==> src/rtl/sba_pkg.sv <==
package sba_pkg;
  parameter int unsigned SBA_AGENTS_DEFAULT = 15;
  parameter int unsigned SBA_QUAL_W_DEFAULT = 4;

  function automatic int unsigned sba_idx_w(input int unsigned n);
    return (n < 2) ? 1 : $clog2(n);
  endfunction
endpackage

==> src/rtl/sba_rr_pick.sv <==
module sba_rr_pick #(
  parameter int unsigned N  = 15,
  parameter int unsigned IW = 4
) (
  input  logic [N-1:0]  cand_vec,
  input  logic [IW-1:0] start_idx,
  output logic          found,
  output logic [IW-1:0] win_idx
);
  logic [IW:0] probe;

  always_comb begin
    found   = 1'b0;
    win_idx = '0;
    probe   = '0;
    for (int i = 0; i < int'(N); i++) begin
      probe = {1'b0, start_idx} + (IW+1)'(i);
      if (probe >= (IW+1)'(N)) probe = probe - (IW+1)'(N);
      if (!found && cand_vec[probe[IW-1:0]]) begin
        found   = 1'b1;
        win_idx = probe[IW-1:0];
      end
    end
  end
endmodule

==> src/rtl/sba_rr_channel.sv <==
module sba_rr_channel #(
  parameter int unsigned N = 15
) (
  input  logic         clk,
  input  logic         rst_n,
  input  logic [N-1:0] req,
  input  logic [N-1:0] enable,
  output logic [N-1:0] gnt,
  output logic         fire
);
  localparam int unsigned IW = sba_pkg::sba_idx_w(N);

  logic [N-1:0]  elig;
  logic [IW-1:0] ptr_q;
  logic          hit;
  logic [IW-1:0] win;
  logic [N-1:0]  gnt_q;
  logic          fire_q;

  assign elig = req & enable;

  sba_rr_pick #(.N(N), .IW(IW)) u_pick (
    .cand_vec (elig),
    .start_idx(ptr_q),
    .found    (hit),
    .win_idx  (win)
  );

  always_ff @(posedge clk) begin
    if (!rst_n) begin
      gnt_q  <= '0;
      fire_q <= 1'b0;
      ptr_q  <= '0;
    end else if (hit) begin
      gnt_q  <= N'(1) << win;
      fire_q <= 1'b1;
      ptr_q  <= (win == IW'(N-1)) ? '0 : win + IW'(1);
    end else begin
      gnt_q  <= gnt_q & enable;
      fire_q <= 1'b0;
    end
  end

  assign gnt  = gnt_q;
  assign fire = fire_q;
endmodule

==> src/rtl/sba_qual_or.sv <==
module sba_qual_or #(
  parameter int unsigned N = 15,
  parameter int unsigned W = 4
) (
  input  logic [N*W-1:0] fields,
  output logic [W-1:0]   merged
);
  always_comb begin
    merged = '0;
    for (int i = 0; i < int'(N); i++) begin
      merged = merged | fields[i*W +: W];
    end
  end
endmodule

==> src/rtl/split_bus_arbiter.sv <==
module split_bus_arbiter #(
  parameter int unsigned N_AGENTS = sba_pkg::SBA_AGENTS_DEFAULT,
  parameter int unsigned AQ_W     = sba_pkg::SBA_QUAL_W_DEFAULT,
  parameter int unsigned DQ_W     = sba_pkg::SBA_QUAL_W_DEFAULT
) (
  input  logic                     clk,
  input  logic                     rst_n,
  input  logic [N_AGENTS-1:0]      agent_en,
  input  logic [N_AGENTS-1:0]      addr_req,
  input  logic [N_AGENTS-1:0]      data_req,
  input  logic [N_AGENTS*AQ_W-1:0] addr_qual_in,
  input  logic [N_AGENTS*DQ_W-1:0] data_qual_in,
  output logic [N_AGENTS-1:0]      addr_gnt,
  output logic                     addr_strobe,
  output logic [N_AGENTS-1:0]      data_gnt,
  output logic                     data_start,
  output logic [AQ_W-1:0]          addr_qual_out,
  output logic [DQ_W-1:0]          data_qual_out
);
  sba_rr_channel #(.N(N_AGENTS)) u_addr_arb (
    .clk   (clk),
    .rst_n (rst_n),
    .req   (addr_req),
    .enable(agent_en),
    .gnt   (addr_gnt),
    .fire  (addr_strobe)
  );

  sba_rr_channel #(.N(N_AGENTS)) u_data_arb (
    .clk   (clk),
    .rst_n (rst_n),
    .req   (data_req),
    .enable(agent_en),
    .gnt   (data_gnt),
    .fire  (data_start)
  );

  sba_qual_or #(.N(N_AGENTS), .W(AQ_W)) u_aq_or (
    .fields(addr_qual_in),
    .merged(addr_qual_out)
  );

  sba_qual_or #(.N(N_AGENTS), .W(DQ_W)) u_dq_or (
    .fields(data_qual_in),
    .merged(data_qual_out)
  );
endmodule

==> config.mk <==
export PLATFORM = sky130hd
export DESIGN_NAME = split_bus_arbiter
export DESIGN_NICKNAME = d
export VERILOG_FILES = /design/src/rtl/sba_pkg.sv /design/src/rtl/sba_rr_pick.sv /design/src/rtl/sba_rr_channel.sv /design/src/rtl/sba_qual_or.sv /design/src/rtl/split_bus_arbiter.sv
export SDC_FILE = /design/constraint.sdc
export NUM_CORES = 1
export LEC_CHECK = 0
export ABC_AREA = 1
export BUFFER_PORTS_ARGS = -buffer_cell sky130_fd_sc_hd__buf_2
export CAP_MARGIN = 20
export CORE_MARGIN = 4
export CORE_UTILIZATION = 50
export CTS_BUF_LIST = sky130_fd_sc_hd__clkbuf_8
export CTS_CLUSTER_SIZE = 8
export DETAILED_ROUTE_END_ITERATION = 7
export PLACE_DENSITY = 0.77
export REMOVE_ABC_BUFFERS = 1
export SYNTH_ARGS = -nofsm -noshare
export SYNTH_HDL_FRONTEND = slang
export SYNTH_SLANG_ARGS = --single-unit
==> constraint.sdc <==
create_clock -name clk -period 4.9 [get_ports clk]
set_input_delay 0.245 -clock clk [delete_from_list [all_inputs] [get_ports clk]]
set_output_delay 0.245 -clock clk [all_outputs]
set_load 0.02 [all_outputs]
# --- Word level (Yosys, flattened, before mapping) ---
# Cells that the tools add are included.
classes:
  addsub: 60
  n_mul: 0
  n_div: 0
  n_lt_le_gt_ge: 60
  n_eq_ne: 2
  shifts: 2
  mux: 156
  n_bitwise: 32
  reduce_logical: 56
ops:
  columns: ["cell", "n"]
  rows:
  - ["$mux 4", 62]
  - ["$lt 4x5->1 const B", 30]
  - ["$ge 5x4->1 const B", 28]
  - ["$bmux 1 s4", 30]
  - ["$sub 4x4->4 const B", 30]
  - ["$or 4x4->4", 28]
  - ["$add 4x4->5 const B", 14]
  - ["$mux 1", 62]
  - ["$and 15x15->15", 4]
  - ["$add 4x3->5 const B", 8]
  - ["$mux 15", 2]
  - ["$shl 1x4->15 const A", 2]
  - ["$logic_and 1x1->1", 28]
  - ["$logic_not 1->1", 28]
  - ["$add 4x2->5 const B", 4]
  - ["$add 4x1->5 const B", 2]
  - ["$add 4x1->4 const B", 2]
  - ["$eq 4x4->1 const B", 2]
  - ["$ge 4x4->1 const B", 2]
totals:
  ff_bits: 40
  latchBits: 0
  ram_bits: 0
  romBits: 0
  inputBits: 167
  mem_count: 0

# --- Longest topological paths before layout ---
logic_depth:
  word_depth: 49
  depth_mapped: 37

# --- Cells and area by module ---
# From an unflattened synthesis, not the netlist that was laid out.
unflattened:
  hier_cells: 2188
  area_unflattened_um2: 11577.4
by_module_without_submodules:
  columns: ["module", "instances", "cells_each", "area_each_um2", "seq_area_each_um2"]
  rows:
  - ["sba_rr_pick (u_data_arb.u_pick)", 1, 895, 4743.3, 0.0]
  - ["sba_rr_pick (u_addr_arb.u_pick)", 1, 889, 4429.2, 0.0]
  - ["sba_rr_channel", 2, 142, 977.2, 400.4]
  - ["sba_qual_or", 2, 60, 225.2, 0.0]

# --- Worst setup path after synthesis ---
# Ideal clock, no wire load.
synth_path:
  kind: "register to register"
  from: "register u_addr_arb.ptr_q[0]"
  to: "register u_addr_arb.ptr_q[2]"
  arrival_time_ps: 4297
  required_time_ps: 4768
  setup_slack_ps: 471
  path_stages_with_launch: 35
  path_buffers: 3
  synth_period_minus_slack_ps: 4429
  cell_sequence: "dfxtp_1 -> buf_6 -> inv_2 -> buf_2 -> buf_1 -> ha_1 -> inv_2 -> nor2_1 -> nand3_1 -> nand2_1 -> nand2_2 -> nand2_4 -> nand2_2 -> nand2_2 -> nand2_1 -> nand3_1 -> nand3_1 -> nand3_2 -> nand2_2 -> nand3_4 -> nor2_4 -> nand4_2 -> nor2_4 -> nand4_4 -> nor2_4 -> nand2_1 -> clkinv_1 -> nand2_1 -> nand2_1 -> nand3_2 -> nand2_1 -> inv_1 -> ha_1 -> nand3_1 -> a21oi_1"
synth_between:
  elab_chain_cells: 49
  word_cells_on_any_way: 150
synth_lines:
  columns: ["item", "line_no", "rtl"]
  rows:
  - ["start: declaration", "sba_rr_channel.sv:14", "logic [IW-1:0] ptr_q;"]
  - ["start signal: assignment", "sba_rr_channel.sv:37", "ptr_q <= (win == IW'(N-1)) ? '0 : win + IW'(1);"]
  - ["parallel branches: the longest is 49 deep, another holds $add 4x1->5", null, null]
# Several ways; the timed one is not identified. The select of a mux whose other input is x is not followed.
# A chain may end at the register's enable or synchronous reset.

# --- Worst setup path after layout ---
layout_path:
  from: "register u_addr_arb.ptr_q[1]"
  to: "register u_addr_arb.ptr_q[2]"
# Same word-level chain as after synthesis.

==> summary.json <==
{
  "mostFrequentLayoutCell": {"value": "sky130_fd_sc_hd__nand2_1"},
  "crit_path_largest_cell_delay": {"value": 0.37, "unit": "ns"},
  "synth_top_cell_by_area": {"value": "sky130_fd_sc_hd__nand2_1"},
  "r2r_cells": {"value": 31},
  "critical_path.max_fanout": {"value": 8},
  "via_count_of_the_first_global_routing_pass": {"value": 14300},
  "clock_sinks": {"value": 40},
  "synth_top_family_by_area": {"value": "simple AND/OR/NAND/NOR gates"},
  "critPathRequiredTime": {"value": 5.10, "unit": "ns"},
  "nets": {"value": 2555},
  "worst_hold_margin": {"value": 0.170, "unit": "ns"},
  "multi_input_comb_area": {"value": 9370, "unit": "µm²"},
  "yosysSeqAreaShare": {"value": 7.11, "unit": "%"},
  "outcome": {"value": "complete, no violations"},
  "grt-ovfl-total": {"value": 0},
  "post_layout_nonfiller_instances": {"value": 2633},
  "critical_path_class": {"value": "reg -> reg"},
  "dominantRegCellSynth": {"value": "sky130_fd_sc_hd__dfxtp_1"},
  "die-height": {"value": 158, "unit": "µm"},
  "via_count": {"value": 16100},
  "drt_first_iter_violations": {"value": 2228},
  "ant_nets": {"value": 0},
  "regToRegStartpoint": {"value": "u_addr_arb.ptr_q[1]"},
  "synth_fa_ha_area_share": {"value": 4.00, "unit": "%"},
  "clock.fmax": {"value": 221, "unit": "MHz"},
  "clock_tree.htree_level_count": {"value": 2},
  "cts-root-buf": {"value": "sky130_fd_sc_hd__clkbuf_8"},
  "grt_start_max_net_pins": {"value": 39},
  "number_of_max_capacitance_violations_reported": {"value": 0},
  "synthesis.area": {"value": 11300, "unit": "µm²"},
  "placed_cells_incl_taps": {"value": 2622},
  "timing.critical_path.to_type": {"value": "flip-flop"},
  "synth_enable_flop_cells": {"value": 0},
  "hold_buffers": {"value": 0},
  "postSynth.asyncResetShare": {"value": 0, "unit": "%"},
  "synthesis.area_per_instance": {"value": 5.28, "unit": "µm²"},
  "timing.final.setup_violations": {"value": 0},
  "viasPerCell": {"value": 6.11},
  "hold_depth": {"value": 3},
  "ys_types": {"value": 61},
  "final-seq-area": {"value": 805, "unit": "µm²"},
  "synth_top_cells_by_area": {"value": "sky130_fd_sc_hd__nand2_1, sky130_fd_sc_hd__nand3_1, sky130_fd_sc_hd__o21ai_0"},
  "first_pass_iters": {"value": 8},
  "holdPathEnd": {"value": "u_data_arb.fire"},
  "r2r-end": {"value": "u_addr_arb.ptr_q[2]"},
  "die_w": {"value": 158, "unit": "µm"},
  "post_synth_xor_xnor_area": {"value": 2.23, "unit": "%"},
  "yosys_register_bits": {"value": 40},
  "ioPinCount": {"value": 207},
  "crit_path_top_delay_cell": {"value": "sky130_fd_sc_hd__dfxtp_1"},
  "total_global_routing_track_utilization": {"value": 36.5, "unit": "%"},
  "post_route_cells_drive_above_1_share": {"value": 19.3, "unit": "%"},
  "worstHoldPathType": {"value": "in -> reg"},
  "tightest_slew": {"value": 1.10, "unit": "ns"},
  "post_synthesis_cells": {"value": 2135},
  "cts_inserted_buffers": {"value": 5},
  "slew-limit-headroom": {"value": 25.8, "unit": "%"},
  "timing.final.crit_share": {"value": 92.3, "unit": "%"},
  "yosysTopAreaCellShare": {"value": 21.7, "unit": "%"},
  "drc": {"value": 0},
  "synth-simple-area-share": {"value": 52.7, "unit": "%"},
  "initial_core_util": {"value": 51.2, "unit": "%"},
  "wl_per_cell": {"value": 18.4, "unit": "µm"},
  "yosys_warnings": {"value": 0},
  "clk_path_buf_depth": {"value": 2},
  "drv_slew": {"value": 0},
  "clk_pin_slew": {"value": 0.08, "unit": "ns"},
  "final_hold_viol_count": {"value": 0},
  "fp.coreArea": {"value": 22000, "unit": "µm²"},
  "io_buffer_count": {"value": 206},
  "layout_min_cycle_time": {"value": 4.52, "unit": "ns"},
  "mostFrequentLayoutCells": {"value": "sky130_fd_sc_hd__nand2_1, sky130_fd_sc_hd__nand3_1, sky130_fd_sc_hd__buf_2"},
  "cpMostUsedCell": {"value": "sky130_fd_sc_hd__nand2_1"},
  "design.die.area": {"value": 25000, "unit": "µm²"},
  "final_core_utilization": {"value": 59.5, "unit": "%"},
  "fin_skew": {"value": 0.00471, "unit": "ns"},
  "tritoncts": {"value": "built"},
  "grt_first_pass_wirelength": {"value": 73.6, "unit": "mm"},
  "synth_compound_area_share": {"value": 22.7, "unit": "%"},
  "filler_cell_count": {"value": 2251},
  "number_of_standard_cell_rows_in_the_floorplan": {"value": 54},
  "gp_congestion": {"value": 1.09},
  "drt-total-wl": {"value": 48.4, "unit": "mm"},
  "clock_insertion_delay_worst_skew": {"value": 0.30, "unit": "ns"},
  "worst_ep_arrival_time": {"value": 4.72, "unit": "ns"},
  "areaGrowthSynthToFinish": {"value": 16.3, "unit": "%"},
  "critPathLaunchType": {"value": "flip-flop"},
  "dp_hpwl": {"value": 38.1, "unit": "mm"},
  "setup.reg_to_reg.worst_slack": {"value": 0.38, "unit": "ns"},
  "synth_mux_area_share": {"value": 0.311, "unit": "%"},
  "hp-start": {"value": "rst_n"},
  "antenna_found_initial": {"value": 1}
}
synthesized netlist by cell type, types with 31 or more instances:
cell	n
sky130_fd_sc_hd__nand2_1	651
sky130_fd_sc_hd__nand3_1	296
sky130_fd_sc_hd__inv_1	207
sky130_fd_sc_hd__o21ai_0	200
sky130_fd_sc_hd__nor2_1	159
sky130_fd_sc_hd__a21oi_1	83
sky130_fd_sc_hd__o211ai_1	44
sky130_fd_sc_hd__dfxtp_1	40
sky130_fd_sc_hd__nand2_2	40
sky130_fd_sc_hd__nand4_1	38
sky130_fd_sc_hd__ha_1	36
sky130_fd_sc_hd__clkbuf_1	31
sequential cells by signal (all words and copies together), names as in the netlist:
signal,cells
u_addr_arb.gnt,15
u_data_arb.ptr_q,4
u_addr_arb.ptr_q,4
u_data_arb.gnt,15
u_data_arb.fire,1
u_addr_arb.fire,1
through the flow:
| step | setup WS (ns) | area (µm²) | setup TNS [ns] |
|---|---|---|---|
| after floorplan | -0.352 | 10900 | -6.89 |
| after global placement | 0.281 | 12800 | 0 |
| after detailed placement | 0.233 | 12800 | 0 |
| after CTS | 0.228 | 12900 | 0 |
| after global routing | -0.00420 | 13100 | -0.00420 |
| final | 0.376 | 13100 | 0 |
timing repair:
item                       in CTS  in global routing
buffers inserted                0                  2
gates resized for setup         0                 41
setup endpoints to repair       0                 38
cell type report:
type,instances,share of cell area (%)
Antenna cell,1,0.0191
Multi-Input combinational cell,1787,71.5
Clock inverter,2,0.0668
Clock buffer,5,0.525
Sequential cell,40,6.14
Timing Repair Buffer,276,12.1
Inverter,242,7.00
Tap cell,280,2.67
critical path, delay by kind of cell (launching register included):
family | cells | cell delay (ns)
AO/OA/AOI/OAI | 1 | 0.06
adder cells (fa/ha/maj) | 2 | 0.60
buffers and inverters | 5 | 0.58
AND/OR/NAND/NOR | 23 | 2.79
flip-flops | 1 | 0.37
logic make-up after synthesis:
family                   after synthesis
XOR/XNOR                              21
multiplexers                           3
flip-flops                            40
AO/OA/AOI/OAI                        436
buffers and inverters                308
AND/OR/NAND/NOR                     1291
adder cells (fa/ha/maj)               36
layer usage:
metal	vias up	track usage (%)	part of all wire, %
met5	-	0	0
met3	240	8.23	15
li1	7613	-	-
met4	0	14.9	4.7
met2	1199	53.7	40
met1	7044	51.2	40
how the worst max path moves through the flow:
stage                                    from             endpoint  slack (ns)  cells past startpoint
after global placement    u_addr_arb.ptr_q[0]  u_addr_arb.ptr_q[2]        0.28                     25
after detailed placement  u_data_arb.ptr_q[1]  u_data_arb.ptr_q[2]        0.23                     27
after CTS                 u_addr_arb.ptr_q[0]  u_addr_arb.ptr_q[2]        0.23                     27
after global routing      u_addr_arb.ptr_q[1]  u_addr_arb.ptr_q[2]      -0.004                     28
final                     u_addr_arb.ptr_q[1]  u_addr_arb.ptr_q[2]        0.38                     31
after floorplan           u_addr_arb.ptr_q[0]    u_addr_arb.gnt[3]       -0.35                     25
Power is left out: the tool's default activity adds up to more than one toggle a clock period on the data nets, which glitch-free logic cannot reach.
